$ cat src/rtl/cru_pkg.sv
// Package: select codes and pointer modes shared by the register unit.
// Assumes the 3-bit select field and the 2-bit mode field are fixed by decode.
package cru_pkg;

    typedef enum logic [2:0] {
        SEL_ACC  = 3'd0,
        SEL_PTR0 = 3'd1,
        SEL_PTR1 = 3'd2,
        SEL_STK  = 3'd3,
        SEL_PCLO = 3'd4,
        SEL_PCHI = 3'd5
    } reg_sel_e;

    typedef enum logic [1:0] {
        MODE_HOLD = 2'b00,
        MODE_INC  = 2'b01,
        MODE_DEC  = 2'b10,
        MODE_RSVD = 2'b11
    } ptr_mode_e;

    localparam int NUM_PTR = 2;

endpackage

$ cat src/rtl/cru_ptr_reg.sv
// Module: one data-RAM pointer with optional post-modify on use.
// Assumes: a write through the register port outranks the post-modify, and
// the arithmetic wraps at the register width.
module cru_ptr_reg
    import cru_pkg::*;
#(
    parameter int DW = 8
) (
    input  logic          clk,
    input  logic          rst_n,
    input  logic          wr_en,
    input  logic [DW-1:0] wr_data,
    input  logic          use_en,
    input  logic [1:0]    use_mode,
    output logic [DW-1:0] val
);

    logic [DW-1:0] val_d;

    // Next value: post-modify first, then let a port write override it.
    always_comb begin
        val_d = val;
        if (use_en) begin
            case (ptr_mode_e'(use_mode))
                MODE_INC: val_d = val + DW'(1);
                MODE_DEC: val_d = val - DW'(1);
                default:  val_d = val;
            endcase
        end
        if (wr_en) begin
            val_d = wr_data;
        end
    end

    // Pointer storage with synchronous clear.
    always_ff @(posedge clk) begin
        if (!rst_n) begin
            val <= '0;
        end else begin
            val <= val_d;
        end
    end

endmodule

$ cat src/rtl/cru_pc_reg.sv
// Module: program counter split into a full-width low byte and a short high part.
// Assumes: PC_W > DW and PC_W <= 2*DW; priority is load, then byte write, then step.
module cru_pc_reg #(
    parameter int DW   = 8,
    parameter int PC_W = 15,
    localparam int HI_W = PC_W - DW
) (
    input  logic            clk,
    input  logic            rst_n,
    input  logic            load,
    input  logic [PC_W-1:0] load_val,
    input  logic            wr_lo,
    input  logic [DW-1:0]   lo_data,
    input  logic            wr_hi,
    input  logic [HI_W-1:0] hi_data,
    input  logic            inc,
    output logic [PC_W-1:0] pc
);

    logic [PC_W-1:0] pc_d;

    // Next PC from the strongest active request.
    always_comb begin
        if (load) begin
            pc_d = load_val;
        end else if (wr_lo) begin
            pc_d = {pc[PC_W-1:DW], lo_data};
        end else if (wr_hi) begin
            pc_d = {hi_data, pc[DW-1:0]};
        end else if (inc) begin
            pc_d = pc + PC_W'(1);
        end else begin
            pc_d = pc;
        end
    end

    // PC storage with synchronous clear.
    always_ff @(posedge clk) begin
        if (!rst_n) begin
            pc <= '0;
        end else begin
            pc <= pc_d;
        end
    end

endmodule

$ cat src/rtl/cru_stack_ptr.sv
// Module: stack pointer; push uses then decrements, pop increments then uses.
// Assumes: push outranks pop and a port write outranks both.
module cru_stack_ptr #(
    parameter int          DW   = 8,
    parameter logic [DW-1:0] INIT = 8'h2F
) (
    input  logic          clk,
    input  logic          rst_n,
    input  logic          wr_en,
    input  logic [DW-1:0] wr_data,
    input  logic          push,
    input  logic          pop,
    output logic [DW-1:0] sp,
    output logic [DW-1:0] sp_up
);

    logic [DW-1:0] sp_down;
    logic [DW-1:0] sp_d;

    // Neighbour addresses, shared by the pop address path and the update.
    always_comb begin
        sp_up   = sp + DW'(1);
        sp_down = sp - DW'(1);
    end

    // Next stack pointer by priority.
    always_comb begin
        if (wr_en) begin
            sp_d = wr_data;
        end else if (push) begin
            sp_d = sp_down;
        end else if (pop) begin
            sp_d = sp_up;
        end else begin
            sp_d = sp;
        end
    end

    // Stack pointer storage; reset value set by RAM size.
    always_ff @(posedge clk) begin
        if (!rst_n) begin
            sp <= INIT;
        end else begin
            sp <= sp_d;
        end
    end

endmodule

$ cat src/rtl/cpu_reg_unit.sv
// Module: top of the register unit. Holds the accumulator, two post-modify
// pointers, the stack pointer and the program counter, and drives the
// data-RAM address and PC buses.
// Assumes: RAM_BYTES is 64 or 128; control strobes are known after reset.
module cpu_reg_unit
    import cru_pkg::*;
#(
    parameter int DW        = 8,
    parameter int PC_W      = 15,
    parameter int RAM_BYTES = 64
) (
    input  logic            clk,
    input  logic            rst_n,
    input  logic            wr_en_i,
    input  logic [2:0]      wr_sel_i,
    input  logic [DW-1:0]   wr_data_i,
    input  logic [2:0]      rd_sel_i,
    output logic [DW-1:0]   rd_data_o,
    input  logic            use_en_i,
    input  logic            use_ptr_i,
    input  logic [1:0]      use_mode_i,
    input  logic            pc_load_i,
    input  logic [PC_W-1:0] pc_load_val_i,
    input  logic            pc_inc_i,
    input  logic            push_i,
    input  logic            pop_i,
    output logic [DW-1:0]   ram_addr_o,
    output logic [PC_W-1:0] pc_o
);

    localparam int            HI_W    = PC_W - DW;
    localparam logic [DW-1:0] SP_INIT = DW'(RAM_BYTES - 17);

    logic [DW-1:0]   acc_q;
    logic [DW-1:0]   ptr_q [NUM_PTR];
    logic [DW-1:0]   sp_q;
    logic [DW-1:0]   sp_up;
    logic [PC_W-1:0] pc_q;
    reg_sel_e        wsel;
    reg_sel_e        rsel;

    // Decode the select fields once.
    always_comb begin
        wsel = reg_sel_e'(wr_sel_i);
        rsel = reg_sel_e'(rd_sel_i);
    end

    // Accumulator storage.
    always_ff @(posedge clk) begin
        if (!rst_n) begin
            acc_q <= '0;
        end else if (wr_en_i && wsel == SEL_ACC) begin
            acc_q <= wr_data_i;
        end
    end

    // One pointer instance per data-RAM pointer.
    for (genvar g = 0; g < NUM_PTR; g++) begin : g_ptr
        localparam reg_sel_e MY_SEL = (g == 0) ? SEL_PTR0 : SEL_PTR1;
        cru_ptr_reg #(.DW(DW)) ptr_i (
            .clk      (clk),
            .rst_n    (rst_n),
            .wr_en    (wr_en_i && wsel == MY_SEL),
            .wr_data  (wr_data_i),
            .use_en   (use_en_i && use_ptr_i == 1'(g)),
            .use_mode (use_mode_i),
            .val      (ptr_q[g])
        );
    end

    cru_stack_ptr #(.DW(DW), .INIT(SP_INIT)) stk_i (
        .clk     (clk),
        .rst_n   (rst_n),
        .wr_en   (wr_en_i && wsel == SEL_STK),
        .wr_data (wr_data_i),
        .push    (push_i),
        .pop     (pop_i),
        .sp      (sp_q),
        .sp_up   (sp_up)
    );

    cru_pc_reg #(.DW(DW), .PC_W(PC_W)) pc_i (
        .clk      (clk),
        .rst_n    (rst_n),
        .load     (pc_load_i),
        .load_val (pc_load_val_i),
        .wr_lo    (wr_en_i && wsel == SEL_PCLO),
        .lo_data  (wr_data_i),
        .wr_hi    (wr_en_i && wsel == SEL_PCHI),
        .hi_data  (wr_data_i[HI_W-1:0]),
        .inc      (pc_inc_i),
        .pc       (pc_q)
    );

    // Read port multiplexer; unused codes read as zero.
    always_comb begin
        case (rsel)
            SEL_ACC:  rd_data_o = acc_q;
            SEL_PTR0: rd_data_o = ptr_q[0];
            SEL_PTR1: rd_data_o = ptr_q[1];
            SEL_STK:  rd_data_o = sp_q;
            SEL_PCLO: rd_data_o = pc_q[DW-1:0];
            SEL_PCHI: rd_data_o = DW'(pc_q[PC_W-1:DW]);
            default:  rd_data_o = '0;
        endcase
    end

    // Data-RAM address: stack access first, then the chosen pointer.
    always_comb begin
        if (push_i) begin
            ram_addr_o = sp_q;
        end else if (pop_i) begin
            ram_addr_o = sp_up;
        end else begin
            ram_addr_o = ptr_q[use_ptr_i];
        end
    end

    // Program counter bus.
    always_comb begin
        pc_o = pc_q;
    end

endmodule

$ cat config.mk
export PLATFORM = sky130hd
export DESIGN_NAME = cpu_reg_unit
export DESIGN_NICKNAME = d
export VERILOG_FILES = /design/src/rtl/cru_pkg.sv /design/src/rtl/cru_ptr_reg.sv /design/src/rtl/cru_pc_reg.sv /design/src/rtl/cru_stack_ptr.sv /design/src/rtl/cpu_reg_unit.sv
export SDC_FILE = /design/constraint.sdc
export NUM_CORES = 1
export LEC_CHECK = 0
export BUFFER_PORTS_ARGS = -buffer_cell sky130_fd_sc_hd__buf_2
export CAP_MARGIN = 20
export CORE_ASPECT_RATIO = 0.8
export CORE_MARGIN = 4
export CORE_UTILIZATION = 40
export DETAILED_ROUTE_END_ITERATION = 16
export MAX_ROUTING_LAYER = met4
export SKIP_CTS_REPAIR_TIMING = 1
export SKIP_LAST_GASP = 1
export SYNTH_ARGS = -nofsm -noshare
export SYNTH_HDL_FRONTEND = slang
export SYNTH_HIERARCHICAL = 1
export SYNTH_SLANG_ARGS = --single-unit
$ cat constraint.sdc
create_clock -name clk -period 3.9 [get_ports clk]
set_clock_uncertainty 0.1 [all_clocks]
set_input_delay 0.195 -clock clk [delete_from_list [all_inputs] [get_ports clk]]
set_output_delay 0.195 -clock clk [all_outputs]
set_load 0.05 [all_outputs]
Word-level counts from Yosys, hierarchy flattened
Cells that the tools add are included.
{"block": "totals", "reg_bits": 47, "out_inout_bits": 31, "word_cells": 70}
{"block": "classes", "add_sub_neg": 7, "order_cmp": 1, "n_eq_ne": 14, "muxes": 19, "bitwise_logic": 2, "n_reduce_logical": 21}
{"op": "8-bit 2-to-1 mux", "n": 12}
{"op": "15-bit 2-to-1 mux", "n": 4}
{"op": "8-bit case mux with 6 select lines", "n": 1}
{"op": "8-bit case mux with 2 select lines", "n": 2}
{"op": "8-bit by 1-bit adder with 8-bit output, second input constant", "n": 3}
{"op": "8-bit by 1-bit subtractor with 8-bit output, second input constant", "n": 3}
{"op": "15-bit by 1-bit adder with 15-bit output, second input constant", "n": 1}
{"op": "3-bit nonzero test", "n": 5}
{"op": "3-bit by 2-bit == test with 1-bit output, second input constant", "n": 4}
{"op": "3-bit == test, second input constant", "n": 4}
{"op": "1-bit logical AND", "n": 8}
{"op": "2-bit AND reduction", "n": 4}
{"op": "3-bit by 1-bit == test with 1-bit output, second input constant", "n": 2}
{"op": "3-bit logical NOT", "n": 2}
{"op": "2-bit nonzero test", "n": 2}
{"op": "3-bit by 2-bit inequality test with 1-bit output, second input constant", "n": 1}
{"op": "2-bit by 1-bit == test with 1-bit output, second input constant", "n": 1}
{"op": "2-bit == test, second input constant", "n": 1}
{"op": "2-bit greater-or-equal comparator, second input constant", "n": 1}
{"op": "2-bit inequality test, second input constant", "n": 1}
{"op": "1-bit inverter with 2-bit output", "n": 1}
{"op": "1-bit inverter", "n": 1}

Depth between registers and ports, before layout
{"block": "logic_depth", "word_depth": 6, "depth_mapped": 10, "depth_no_buf": 7}

Cells and area by module
Netlist, hierarchy kept.
{"module": "cru_ptr_reg", "n_inst": 2, "cells_each": 76, "area_per_inst_um2": 588.1}
{"module": "cru_pc_reg", "n_inst": 1, "cells_each": 152, "area_per_inst_um2": 1118.6}
{"module": "cpu_reg_unit", "n_inst": 1, "cells_each": 130, "area_per_inst_um2": 1049.8}
{"module": "cru_stack_ptr", "n_inst": 1, "cells_each": 93, "area_per_inst_um2": 719.4}

Worst setup path before layout
No wires, ideal clock.
{"block": "synth_timing", "path_type": "input-to-output", "from": "in rd_sel_i[0]", "to": "out rd_data_o[0]", "arrival_ns": 1.861, "required_ns": 3.605, "slack_ns": 1.744, "stages": 5, "n_path_buf": 2, "path_cell_list": "buf_4 buf_4 nor2_1 a22oi_1 o21ai_0"}
{"block": "synth_via", "elab_chain_len": 2, "elab_cells_between_ends": 7, "cone_classes": "5 x eq/ne; 1 x mux; 1 x reduce/logical"}
{"item": "from (decl)", "line": "cpu_reg_unit.sv:17", "source": "input logic [2:0] rd_sel_i,"}
{"item": "3-bit == test, or another cell as far along", "line": "cpu_reg_unit.sv:97", "source": "case (rsel)"}
{"item": "8-bit case mux with 6 select lines *", "line": "cpu_reg_unit.sv:97"}
{"item": "to (decl)", "line": "cpu_reg_unit.sv:18", "source": "output logic [DW-1:0] rd_data_o,"}
Every way passes the cells marked *; elsewhere a longest branch is shown, timed or not.

Final worst setup path
{"block": "layout_timing", "from": "reg stk_i.sp[1]", "to": "out ram_addr_o[6]"}
{"block": "layout_via", "elab_chain_len": 3}
{"item": "from (decl)", "line": "cru_stack_ptr.sv:13", "source": "output logic [DW-1:0] sp,"}
{"item": "from (signal assigned)", "line": "cru_stack_ptr.sv:44", "source": "sp <= sp_d;"}
{"item": "8-bit by 1-bit adder with 8-bit output", "line": "cru_stack_ptr.sv:22", "source": "sp_up = sp + DW'(1);"}
{"item": "named net sp_up[6]", "line": "cpu_reg_unit.sv:37", "source": "logic [DW-1:0] sp_up;"}
{"item": "8-bit 2-to-1 mux", "line": "cpu_reg_unit.sv:112", "source": "end else if (pop_i) begin"}
{"item": "8-bit 2-to-1 mux", "line": "cpu_reg_unit.sv:110", "source": "if (push_i) begin"}
{"item": "to (decl)", "line": "cpu_reg_unit.sv:27", "source": "output logic [DW-1:0] ram_addr_o,"}
The timed path passes the listed nets, and every way through them passes these cells.

==> run metrics <==
Combinational Power Share 30.0%; grt total ovfl 0; total of max-cap violations 0; Synth cell types 77; filler cell count 1050; layout cell share with drive strength beyond 1 20.2%; internal power 981 uW; Syn Inst Count 527; Sink Count 47; crit path kind reg -> out; Tmin final 2.76 ns; Startpoint Class flop; via count 4379; most frequent cell after synthesis nand2_1; Seq pwr share 37.4%; initial antenna violation count 0; Synth async-reset ratio 0%; fin crit share 70.7%; synth warn 6; max-slew violation count 0; Post-Syn Area per Cell 7.71 sq um; Lkg Pwr 1.75 nW; Initial Utilization 41.6%; WP data required 3.61 ns; run status completed; CTS tree built; unrepaired setup endpoints after global routing false; setup TNS 0 ns; peak supply drop 0.000253 V; multi-input logic area 2910 sq um; final instance area 4620 sq um; dpl cell area 4440 sq um; HP Class in -> reg; Top FF cell, synth dfxtp_1; Worst setup startpoint stk_i/sp[1]; Worst Min Path Start pc_load_val_i[11]; CTS H-tree lvls 2; FP Rows 32; Synth Register Bits 47; largest cells by area after synthesis dfxtp_1, mux2i_1, o21ai_0, nand2_1, nand3_1; Final nets 623; Chip Height 98.2 um; Total Routing Usage GR 23.9%; Crit Path Max Fanout 10; CP Capture Type primary output; Synth top cells by count nand2_1, dfxtp_1, o21ai_0; Setup-failing EPs final 0; Synthesized Nets 572; pin count of the biggest net entering global routing 32; Ant. Diodes 0; top cell type's share of synthesized area 23.2%; register area share after synthesis 23.2%; first-pass iteration count of the detailed router 7; synthesized area 4060 sq um; max_slew headroom 27.6%; hpwl dp 10200 um; Placeable Area 9770 sq um; Root Driver clkbuf_16; sw frac 37.5%; final setup margin 1.14 ns; Worst-Margin Slew 1.08 ns; clock share of power 32.6%; die width 121 um; gp weighted congestion 0.921; Yosys top cell by area dfxtp_1; vias in the first global route 3917; CTS buffer count 5; Pwr Density 340 nW/um^2; Final Hold Vio Count 0; Detailed Route WL 13900 um; Storage cell area 941 sq um; routed len/inst 19.5 um; DP Worst Slack 1.36 ns; Iter 0 DRT Violations 512; number of port buffers 70; # IOs 71; Reg clk slew, reported paths 0.07 ns; first-pass GRT wire length 21700 um; Post-synth EDFFs 0; worst r2r src pc_i/pc[1]; clock latency on the worst-skew pair 0.30 ns; crit path DAT 2.46 ns; DIE AREA 11800 sq um; fmax 363 MHz; DRT antenna net count 0; Via density 6.12; DRC 0; Max clock buf depth 2; Area Growth Syn to Fin 13.6%; Psw 590 uW
-- stage by stage --
stage          hold slack (ns)  instances  total power, mW  utilization, %
2_1_floorplan            0.230        527            0.924               -
4_1_cts                 0.0723        714             1.57            47.2
6_report                0.0783        715             1.57            47.2
5_1_grt                 0.0872        715             1.64            47.2
3_5_place_dp             0.356        706             1.06            45.4
3_3_place_gp             0.344        706             1.06            45.4
-- cells by family (layout without fill, tap and decap cells) --
group                      after synthesis  count (layout)  share of synthesized area [%]
AOI/OAI and AO/OA                      157             157                           26.5
xor gates and xnor gates                15              15                           3.23
adders and majority gates                5               5                           1.54
buffers and inverters                   44              96                           5.36
DFF                                     47              47                           23.2
muxes                                   35              35                           9.27
and+or+nand+nor                        224             224                           30.9
-- critical path, stage by stage, from the launching register on --
cell and delay [ns]:
dfxtp_1 0.55, ha_1 0.31, nand3_1 0.18, o21a_1 0.24
or2_2 0.29, nand2_1 0.05, o21ai_0 0.08, mux2_2 0.27
buf_2 0.21
-- cell usage in the layout, fill, tap and decap left out, types with 6 or more instances in the layout --
cell type | synthesis | layout
dfxtp_1 | 47 | 47
xor2_1 | 6 | 6
xnor2_1 | 9 | 9
nand3_1 | 30 | 30
nor3_1 | 9 | 9
nand2_1 | 54 | 54
nor4_1 | 7 | 7
o211ai_1 | 13 | 13
and2_1 | 9 | 9
a21oi_1 | 19 | 19
inv_1 | 15 | 15
a311oi_1 | 8 | 8
mux2i_1 | 23 | 23
o21ai_0 | 45 | 45
a21boi_1 | 8 | 8
or3_1 | 14 | 14
and3_1 | 8 | 8
a31oi_1 | 8 | 8
buf_2 | 8 | 70
nor2_1 | 35 | 35
nand2b_1 | 11 | 11
mux2_2 | 11 | 11
a221oi_1 | 6 | 6
-- area by class of cell --
type | count | area share [%]
multi-input cells | 436 | 62.9
flip-flops and latches | 47 | 20.4
repair buffers | 73 | 8.02
well taps | 136 | 3.69
clock buffers | 5 | 2.71
inverters | 15 | 1.22
clock inverters | 3 | 1.03
-- power by group through the flow --
stage,combinational (mW),clock [mW],sequential (mW)
2_1_floorplan,0.326,0,0.597
3_3_place_gp,0.461,0,0.596
3_5_place_dp,0.466,0,0.595
4_1_cts,0.468,0.521,0.584
5_1_grt,0.512,0.539,0.593
6_report,0.471,0.512,0.588
-- final timing paths --
check             endpoint  slack, ns  cells past startpoint
max reg2reg    pc_i/pc[14]       1.76                      6
max          ram_addr_o[6]       1.14                      8
min            pc_i/pc[11]       0.08                      3
min reg2reg       acc_q[3]       0.37                      2
-- state kept, by name, summed over array words and instances (netlist names) --
name	count
pc_i/pc	15
stk_i/sp	8
acc_q	8
g_ptr.ptr_i/val	16
-- layer usage --
layer | vias to the layer above | part of all wire [%] | GRT usage, %
met1 | 2074 | 48 | 35.6
met4 | 0 | 1.1 | 4.79
li1 | 2106 | - | -
met2 | 181 | 44 | 33.6
met5 | - | 0 | -
met3 | 18 | 7.4 | 4.40
(Power assumes the default switching activity.)
